[config.mk]
export PLATFORM = sky130hd
export DESIGN_NAME = rdwin_center
export DESIGN_NICKNAME = d
export VERILOG_FILES = /design/src/rtl/rdwin_pkg.sv /design/src/rtl/rdwin_lane.sv /design/src/rtl/rdwin_div.sv /design/src/rtl/rdwin_center.sv
export SDC_FILE = /design/constraint.sdc
export NUM_CORES = 1
export LEC_CHECK = 0
export ABC_AREA = 0
export BUFFER_PORTS_ARGS = -buffer_cell sky130_fd_sc_hd__buf_2
export CAP_MARGIN = 20
export CORE_UTILIZATION = 35
export DETAILED_ROUTE_END_ITERATION = 16
export PLACE_DENSITY = 0.55
export SLEW_MARGIN = 20
export SYNTH_ARGS = -nofsm -noshare
export SYNTH_HDL_FRONTEND = slang
export SYNTH_SLANG_ARGS = --single-unit
export TNS_END_PERCENT = 30
[constraint.sdc]
create_clock -name clk -period 6.2 [get_ports clk]
set_input_delay 0.31 -clock clk [delete_from_list [all_inputs] [get_ports clk]]
set_output_delay 0.31 -clock clk [all_outputs]
set_load 0.02 [all_outputs]
[src/rtl/rdwin_pkg.sv]
`timescale 1ns/1ps
package rdwin_pkg;
   typedef enum logic [1:0] {
      LN_SEEK = 2'd0,
      LN_OPEN = 2'd1,
      LN_SHUT = 2'd2
   } lane_st_e;

   typedef enum logic [1:0] {
      SQ_IDLE = 2'd0,
      SQ_LOAD = 2'd1,
      SQ_DIV  = 2'd2
   } seq_st_e;
endpackage

[src/rtl/rdwin_lane.sv]
`timescale 1ns/1ps
module rdwin_lane #(
   parameter int PH_W     = 3,
   parameter int DL_W     = 5,
   parameter int LOCK_CNT = 3
) (
   input  logic            clk,
   input  logic            rst_n,
   input  logic            clear,
   input  logic            active,
   input  logic            step,
   input  logic            ovr,
   input  logic            hit,
   input  logic            same,
   input  logic            last,
   input  logic [PH_W-1:0] ph,
   input  logic [DL_W-1:0] dl,
   output logic            shut,
   output logic [PH_W-1:0] s_ph,
   output logic [DL_W-1:0] s_dl,
   output logic [PH_W-1:0] e_ph,
   output logic [DL_W-1:0] e_dl
);
   import rdwin_pkg::*;
   localparam int CNT_W = $clog2(LOCK_CNT + 1);

   lane_st_e         st;
   logic [CNT_W-1:0] cnt;
   logic [CNT_W-1:0] cnt_n;
   logic             upd;

   assign upd   = step && active && !ovr;
   assign cnt_n = (same ? cnt : '0) + CNT_W'(1);
   assign shut  = (st == LN_SHUT);

   always_ff @(posedge clk or negedge rst_n) begin
      if (!rst_n) begin
         st   <= LN_SEEK;
         cnt  <= '0;
         s_ph <= '0;
         s_dl <= '0;
         e_ph <= '0;
         e_dl <= '0;
      end else if (clear) begin
         st  <= LN_SEEK;
         cnt <= '0;
      end else if (upd) begin
         case (st)
            LN_SEEK: begin
               if (!hit) begin
                  cnt <= '0;
               end else if (cnt_n == CNT_W'(LOCK_CNT)) begin
                  st   <= LN_OPEN;
                  cnt  <= '0;
                  s_ph <= ph;
                  s_dl <= dl;
               end else begin
                  cnt <= cnt_n;
               end
            end
            LN_OPEN: begin
               if (!hit || last) begin
                  st   <= LN_SHUT;
                  e_ph <= ph;
                  e_dl <= dl;
               end
            end
            default: ;
         endcase
      end
   end
endmodule

[src/rtl/rdwin_div.sv]
`timescale 1ns/1ps
module rdwin_div #(
   parameter int N_W     = 8,
   parameter int DIVISOR = 20
) (
   input  logic                       clk,
   input  logic                       rst_n,
   input  logic                       go,
   input  logic [N_W-1:0]             num,
   output logic [N_W-1:0]             quo,
   output logic [$clog2(DIVISOR)-1:0] rem,
   output logic                       done
);
   localparam int DW  = $clog2(DIVISOR);
   localparam int R_W = DW + 1;
   localparam int C_W = $clog2(N_W + 1);

   logic [N_W-1:0] q;
   logic [R_W-1:0] r;
   logic [R_W-1:0] trial;
   logic           ge;
   logic [C_W-1:0] cnt;
   logic           run;

   assign trial = {r[R_W-2:0], q[N_W-1]};
   assign ge    = (trial >= R_W'(DIVISOR));
   assign quo   = q;
   assign rem   = r[DW-1:0];

   always_ff @(posedge clk or negedge rst_n) begin
      if (!rst_n) begin
         q    <= '0;
         r    <= '0;
         cnt  <= '0;
         run  <= 1'b0;
         done <= 1'b0;
      end else begin
         done <= 1'b0;
         if (go) begin
            q   <= num;
            r   <= '0;
            cnt <= C_W'(N_W);
            run <= 1'b1;
         end else if (run) begin
            q   <= {q[N_W-2:0], ge};
            r   <= ge ? (trial - R_W'(DIVISOR)) : trial;
            cnt <= cnt - C_W'(1);
            if (cnt == C_W'(1)) begin
               run  <= 1'b0;
               done <= 1'b1;
            end
         end
      end
   end
endmodule

[src/rtl/rdwin_center.sv]
`timescale 1ns/1ps
module rdwin_center #(
   parameter int LANES    = 8,
   parameter int PH_W     = 3,
   parameter int MAX_DLY  = 20,
   parameter int LOCK_CNT = 3
) (
   input  logic                                   clk,
   input  logic                                   rst_n,
   input  logic                                   start,
   input  logic                                   ecc_pass,
   input  logic                                   full_rate,
   input  logic                                   step_valid,
   input  logic [PH_W-1:0]                        step_phase,
   input  logic [$clog2(MAX_DLY)-1:0]             step_dly,
   input  logic                                   step_last,
   input  logic [LANES:0]                         lane_match,
   input  logic [LANES:0]                         lane_ovr,
   output logic                                   step_hold,
   output logic                                   all_done,
   output logic                                   busy,
   output logic                                   res_valid,
   output logic [(LANES+1)*PH_W-1:0]              res_phase,
   output logic [(LANES+1)*$clog2(MAX_DLY)-1:0]   res_dly,
   output logic [LANES:0]                         res_err,
   output logic [((PH_W < 4) ? 4 : PH_W)-1:0]     min_phase
);
   import rdwin_pkg::*;

   localparam int NL     = LANES + 1;
   localparam int DL_W   = $clog2(MAX_DLY);
   localparam int POS_W  = PH_W + DL_W;
   localparam int MP_W   = (PH_W < 4) ? 4 : PH_W;
   localparam int IX_W   = $clog2(NL);
   localparam int CW     = $clog2(NL + 1);
   localparam bit POW2   = ((MAX_DLY & (MAX_DLY - 1)) == 0);
   localparam int MIN_INIT = 10;

   if (MAX_DLY < 2) begin : g_chk_dly
      $error("MAX_DLY must be at least 2");
   end
   if (PH_W < 3) begin : g_chk_ph
      $error("PH_W must hold phase 5");
   end
   if (LOCK_CNT < 1) begin : g_chk_lock
      $error("LOCK_CNT must be at least 1");
   end
   if (LANES < 1) begin : g_chk_lanes
      $error("LANES must be at least 1");
   end

   // Pass mode and previous step position
   logic            mode_ecc, mode_fr;
   logic [PH_W-1:0] prev_ph;
   logic [DL_W-1:0] prev_dl;
   logic            prev_ok;
   logic            same;

   always_ff @(posedge clk or negedge rst_n) begin
      if (!rst_n) begin
         mode_ecc <= 1'b0;
         mode_fr  <= 1'b0;
         prev_ph  <= '0;
         prev_dl  <= '0;
         prev_ok  <= 1'b0;
      end else if (start) begin
         mode_ecc <= ecc_pass;
         mode_fr  <= full_rate;
         prev_ok  <= 1'b0;
      end else if (step_valid) begin
         prev_ph <= step_phase;
         prev_dl <= step_dly;
         prev_ok <= 1'b1;
      end
   end

   assign same = prev_ok && (step_phase == prev_ph) && (step_dly == prev_dl);

   // Lane trackers
   logic [NL-1:0]   act, shut;
   logic [PH_W-1:0] s_ph_a [NL];
   logic [DL_W-1:0] s_dl_a [NL];
   logic [PH_W-1:0] e_ph_a [NL];
   logic [DL_W-1:0] e_dl_a [NL];

   for (genvar k = 0; k < NL; k++) begin : g_lane
      if (k == LANES) begin : g_chkbit
         assign act[k] = mode_ecc;
      end else begin : g_data
         assign act[k] = !mode_ecc;
      end
      rdwin_lane #(.PH_W(PH_W), .DL_W(DL_W), .LOCK_CNT(LOCK_CNT)) u_lane (
         .clk(clk), .rst_n(rst_n), .clear(start), .active(act[k]),
         .step(step_valid), .ovr(lane_ovr[k]), .hit(lane_match[k]),
         .same(same), .last(step_last), .ph(step_phase), .dl(step_dly),
         .shut(shut[k]), .s_ph(s_ph_a[k]), .s_dl(s_dl_a[k]),
         .e_ph(e_ph_a[k]), .e_dl(e_dl_a[k])
      );
   end

   logic [CW-1:0] shut_cnt;
   always_comb begin
      shut_cnt = '0;
      for (int k = 0; k < NL; k++) shut_cnt = shut_cnt + CW'(shut[k] & act[k]);
   end

   assign all_done  = (shut_cnt == (mode_ecc ? CW'(1) : CW'(LANES)));
   assign step_hold = step_valid && |(lane_ovr & act);

   // Linear positions and midpoint of the selected lane
   function automatic logic [POS_W-1:0] to_lin(input logic [PH_W-1:0] ph,
                                               input logic [DL_W-1:0] dl,
                                               input logic fr);
      logic [PH_W-1:0] pf;
      pf = (fr && ph > PH_W'(1)) ? ph - PH_W'(2) : ph;
      return POS_W'(pf) * POS_W'(MAX_DLY) + POS_W'(dl);
   endfunction

   seq_st_e         sq;
   logic [IX_W-1:0] idx;
   logic [IX_W-1:0] idx_first, idx_last;
   logic [POS_W-1:0] pos_s, pos_e, mid;
   logic            bad;

   assign idx_first = mode_ecc ? IX_W'(LANES) : '0;
   assign idx_last  = mode_ecc ? IX_W'(LANES) : IX_W'(LANES - 1);
   assign pos_s     = to_lin(s_ph_a[idx], s_dl_a[idx], mode_fr);
   assign pos_e     = to_lin(e_ph_a[idx], e_dl_a[idx], mode_fr);
   assign bad       = (pos_e < pos_s);
   assign mid       = bad ? pos_s : pos_s + ((pos_e - pos_s) >> 1);

   // Split of the midpoint into phase and delay
   logic             go;
   logic [POS_W-1:0] div_q;
   logic [DL_W-1:0]  div_r;
   logic             div_done;

   assign go = (sq == SQ_LOAD);

   if (POW2) begin : g_split_shift
      always_ff @(posedge clk or negedge rst_n) begin
         if (!rst_n) begin
            div_q    <= '0;
            div_r    <= '0;
            div_done <= 1'b0;
         end else begin
            div_done <= go;
            if (go) begin
               div_q <= mid >> DL_W;
               div_r <= mid[DL_W-1:0];
            end
         end
      end
   end else begin : g_split_seq
      rdwin_div #(.N_W(POS_W), .DIVISOR(MAX_DLY)) u_div (
         .clk(clk), .rst_n(rst_n), .go(go), .num(mid),
         .quo(div_q), .rem(div_r), .done(div_done)
      );
   end

   logic [POS_W-1:0] q_adj;
   logic [PH_W-1:0]  q_ph;
   assign q_adj = (mode_fr && div_q > POS_W'(1)) ? div_q + POS_W'(2) : div_q;
   assign q_ph  = q_adj[PH_W-1:0];

   // Sequencer and result storage
   logic [PH_W-1:0] ph_q [NL];
   logic [DL_W-1:0] dl_q [NL];
   logic [NL-1:0]   err_q;
   logic [MP_W-1:0] minp;
   logic            res_v;

   always_ff @(posedge clk or negedge rst_n) begin
      if (!rst_n) begin
         sq    <= SQ_IDLE;
         idx   <= '0;
         res_v <= 1'b0;
         minp  <= MP_W'(MIN_INIT);
         err_q <= '0;
         for (int k = 0; k < NL; k++) begin
            ph_q[k] <= '0;
            dl_q[k] <= '0;
         end
      end else if (start) begin
         sq    <= SQ_IDLE;
         res_v <= 1'b0;
      end else begin
         case (sq)
            SQ_IDLE: if (all_done && !res_v) begin
               sq   <= SQ_LOAD;
               idx  <= idx_first;
               minp <= MP_W'(MIN_INIT);
            end
            SQ_LOAD: begin
               err_q[idx] <= bad;
               sq         <= SQ_DIV;
            end
            SQ_DIV: if (div_done) begin
               ph_q[idx] <= q_ph;
               dl_q[idx] <= div_r;
               if (MP_W'(q_ph) < minp) minp <= MP_W'(q_ph);
               if (idx == idx_last) begin
                  sq    <= SQ_IDLE;
                  res_v <= 1'b1;
               end else begin
                  idx <= idx + IX_W'(1);
                  sq  <= SQ_LOAD;
               end
            end
            default: sq <= SQ_IDLE;
         endcase
      end
   end

   for (genvar k = 0; k < NL; k++) begin : g_out
      assign res_phase[k*PH_W +: PH_W] = ph_q[k];
      assign res_dly[k*DL_W +: DL_W]   = dl_q[k];
   end

   assign res_err   = err_q;
   assign busy      = (sq != SQ_IDLE);
   assign res_valid = res_v;
   assign min_phase = minp;
endmodule

==> results.py <==
metrics = {
    "route": {
        "drt_wl_total_mm": 39.8,
        "drt-pass1-iter-count": 5,
        "vias_per_cell": 5.18,
        "drc": 0,
        "drtIter0Drc": 912,
        "ant_nets": 0,
        "vias": 11000,
        "avgRoutedWirePerCell_microns": 18.7,
    },
    "die": {
        "start_util": 0.357,
        "fp-row-count": 76,
        "die-area_sq_mm": 0.0450,
        "io_pins": 122,
        "core_sq_mm": 0.0433,
        "die_h_microns": 212,
        "die_w_microns": 212,
    },
    "global_routing": {
        "grt_pass1_vias": 10900,
        "grt_pass1_wl_mm": 62.9,
        "grt_max_degree": 108,
        "grt-ovfl-total": 0,
        "grt_usage": 0.180,
        "antenna_found_initial": 0,
    },
    "clock_network": {
        "htree_levels": 2,
        "clock_latency_ps": 530,
        "path_clk_slew_ps": 60,
        "cts_buffer_depth": 3,
        "cts_made_buffers": 35,
        "cts-root-buf": "clkbuf_16",
        "tritoncts_num_sinks": 302,
        "cts_tree": "built",
    },
    "sta": {
        "fin_crit_ps": 5730,
        "drv_slew": 0,
        "max-slew-margin-rel": 0.368,
        "setup_viol": 0,
        "fmax_mhz": 175,
        "finalHoldViolCount": 0,
        "timing.hold.ws_ps": 24.4,
        "finClkSkew_ps": 13.3,
        "tightest_slew_ps": 940,
        "fin_crit_sh": 0.924,
    },
    "critical_path": {
        "worst_path_max_delay_cell": "mux4_2",
        "crit_top_cell": "ha_1",
        "path_class": "flip-flop to flip-flop",
        "critPathMaxStageDelay_ps": 520,
        "r2r_cells": 26,
        "worstPathArrival_ps": 6100,
        "worstPathRequired_ps": 6570,
        "start_kind": "flip-flop",
        "cp-end-kind": "flip-flop",
        "crit_fanout": 7,
    },
    "placed_design": {
        "dp.cells": 2056,
        "io_buffers": 121,
        "dpl.hpwl_mm": 27.5,
        "gp_congestion": 0.810,
    },
    "cells_and_area": {
        "final_common_cell": "dfrtp_1",
        "fillerInstances": 4143,
        "area_delta_synth_final_pct": 16.1,
        "final_cell_mix": "dfrtp_1, mux2_2, nand2_1",
        "fin_nets": 1593,
        "drive_above_1_share": 0.292,
        "instances_no_fill": 2125,
        "antenna_cells": 0,
    },
    "power": {
        "power_density_mw_per_mm2": 357,
        "leakagePower_nw": 8.68,
        "total_power_mw": 6.40,
        "vdd_drop_max_v": 0.000224,
    },
    "synthesis": {
        "syn_area_sq_mm": 0.0154,
        "synth_cell_type_count": 77,
        "synth_edf_count": 0,
        "yosysWarnings": 0,
        "ys_seq_area_frac": 0.490,
        "synth_area_leader_cell": "dfrtp_1",
        "yosys.area.top_type_share": 0.486,
        "syn_area_per_cell_sq_um": 11.0,
        "synthTopCellsByArea": "dfrtp_1, mux2_2, mux2i_1, ha_1, nand2_1",
        "ys.flop_type": "dfrtp_1",
        "synth_seq_cells": 302,
        "synthArstFlopShare": 1.00,
        "netlist_instances": 1404,
        "syn_nets": 1482,
    },
    "hold_path": {
        "min_path_cells": 2,
        "min_path_type": "primary input to flip-flop",
    },
    "run": {
        "maxCapViolations": 0,
    },
    "run_status": {
        "status": "finished, final reports clean",
    },
}
==> synth_stat cells, types with 7 or more instances <==
cell	instances
nor4_1	8
o21ai_0	83
a21oi_1	79
nand3_1	42
ha_1	37
or2_2	8
clkbuf_1	67
o22ai_1	8
or3_1	9
xnor2_1	26
nand3b_1	7
nand2_1	123
mux2i_1	55
xor2_1	10
mux4_2	13
inv_1	43
mux2_2	198
nor2_1	88
dfrtp_1	300
nand2b_1	16
a211oi_1	8
nor3_1	40
a21o_1	9
fa_1	8
nor2b_1	16
a31oi_1	8
==> final timing paths <==
| check | start | endpoint | slack, ps |
|---|---|---|---|
| worst max-delay path | idx[0] | g_split_seq.u_div.quo[6] | 470 |
| worst min-delay path | ecc_pass | mode_ecc | 20 |
| worst max register to register | idx[0] | g_split_seq.u_div.quo[6] | 470 |
| worst min register to register | res_dly[17] | res_dly[17] | 470 |
| max in group asynchronous | rst_n | res_dly[28] | 4390 |
| min in group asynchronous | rst_n | g_lane[2].u_lane.cnt[1] | 420 |
==> flip-flops by register name, summed over array words and instances (netlist names), 8 cells and up <==
register               flops
g_lane.u_lane.st          18
res_err                    9
g_lane.u_lane.s_ph        27
g_lane.u_lane.e_dl        45
res_phase                 27
g_lane.u_lane.s_dl        45
g_lane.u_lane.cnt         18
g_split_seq.u_div.quo      8
g_lane.u_lane.e_ph        27
res_dly                   45
==> power breakdown <==
group          internal (mW)  switching (mW)  total, mW
registers               2.05           0.124       2.17
clock network           1.22           0.829       2.05
logic                  0.926            1.25       2.18
total                   4.20            2.21       6.40
==> routing by layer <==
metal / vias up / part of all wire / wire length [microns] / track usage
met3: 58 / 0.046 / 1850 / 0.0281
met5: - / 0 / 0 / 0
met1: 5518 / 0.47 / 18600 / 0.250
met4: 0 / 0.023 / 910 / 0.0520
li1: 5211 / - / - / -
met2: 230 / 0.46 / 18400 / 0.289
==> critical path: cells and delay by family, from the launching register on <==
kind                     cells  cell delay, ps
buffers and inverters        2             270
XOR/XNOR                     2             370
AO/OA/AOI/OAI               11            1820
flip-flops                   1             470
multiplexers                 2             790
adder cells (fa/ha/maj)      4             940
AND/OR/NAND/NOR              5             900
==> logic make-up after synthesis <==
| family | share of synthesized area |
|---|---|
| compound gates | 0.0922 |
| buf+inv | 0.0340 |
| flops | 0.490 |
| mux | 0.201 |
| xor+xnor | 0.0234 |
| fa+ha+maj | 0.0404 |
| simple gates | 0.120 |
==> final cells by class <==
type	count	area [sq um]	share of cell area
inverters	44	165	0.00921
flip-flops and latches	302	7560	0.422
clock inverters	13	163	0.00907
multi-input cells	976	7400	0.413
repair buffers	156	931	0.0519
well taps	585	732	0.0408
clock buffers	49	970	0.0541
==> through the flow <==
stage	TNS [ps]	setup WS [ps]	instance area (sq um)	util
finish	0	469	17900	0.414
global placement	0	350	16700	0.385
floorplan	0	138	15400	-
detailed placement	0	265	16700	0.385
CTS	0	246	17800	0.412
global route	-37.8	-37.8	17900	0.414
==> timing repair <==
action	CTS	global route
hold buffers	1	0
endpoints found under the setup margin	0	3
setup buffers	0	4
resized for setup	0	9
endpoints found under the hold margin	102	0
Power figures use the tool's default switching activity.
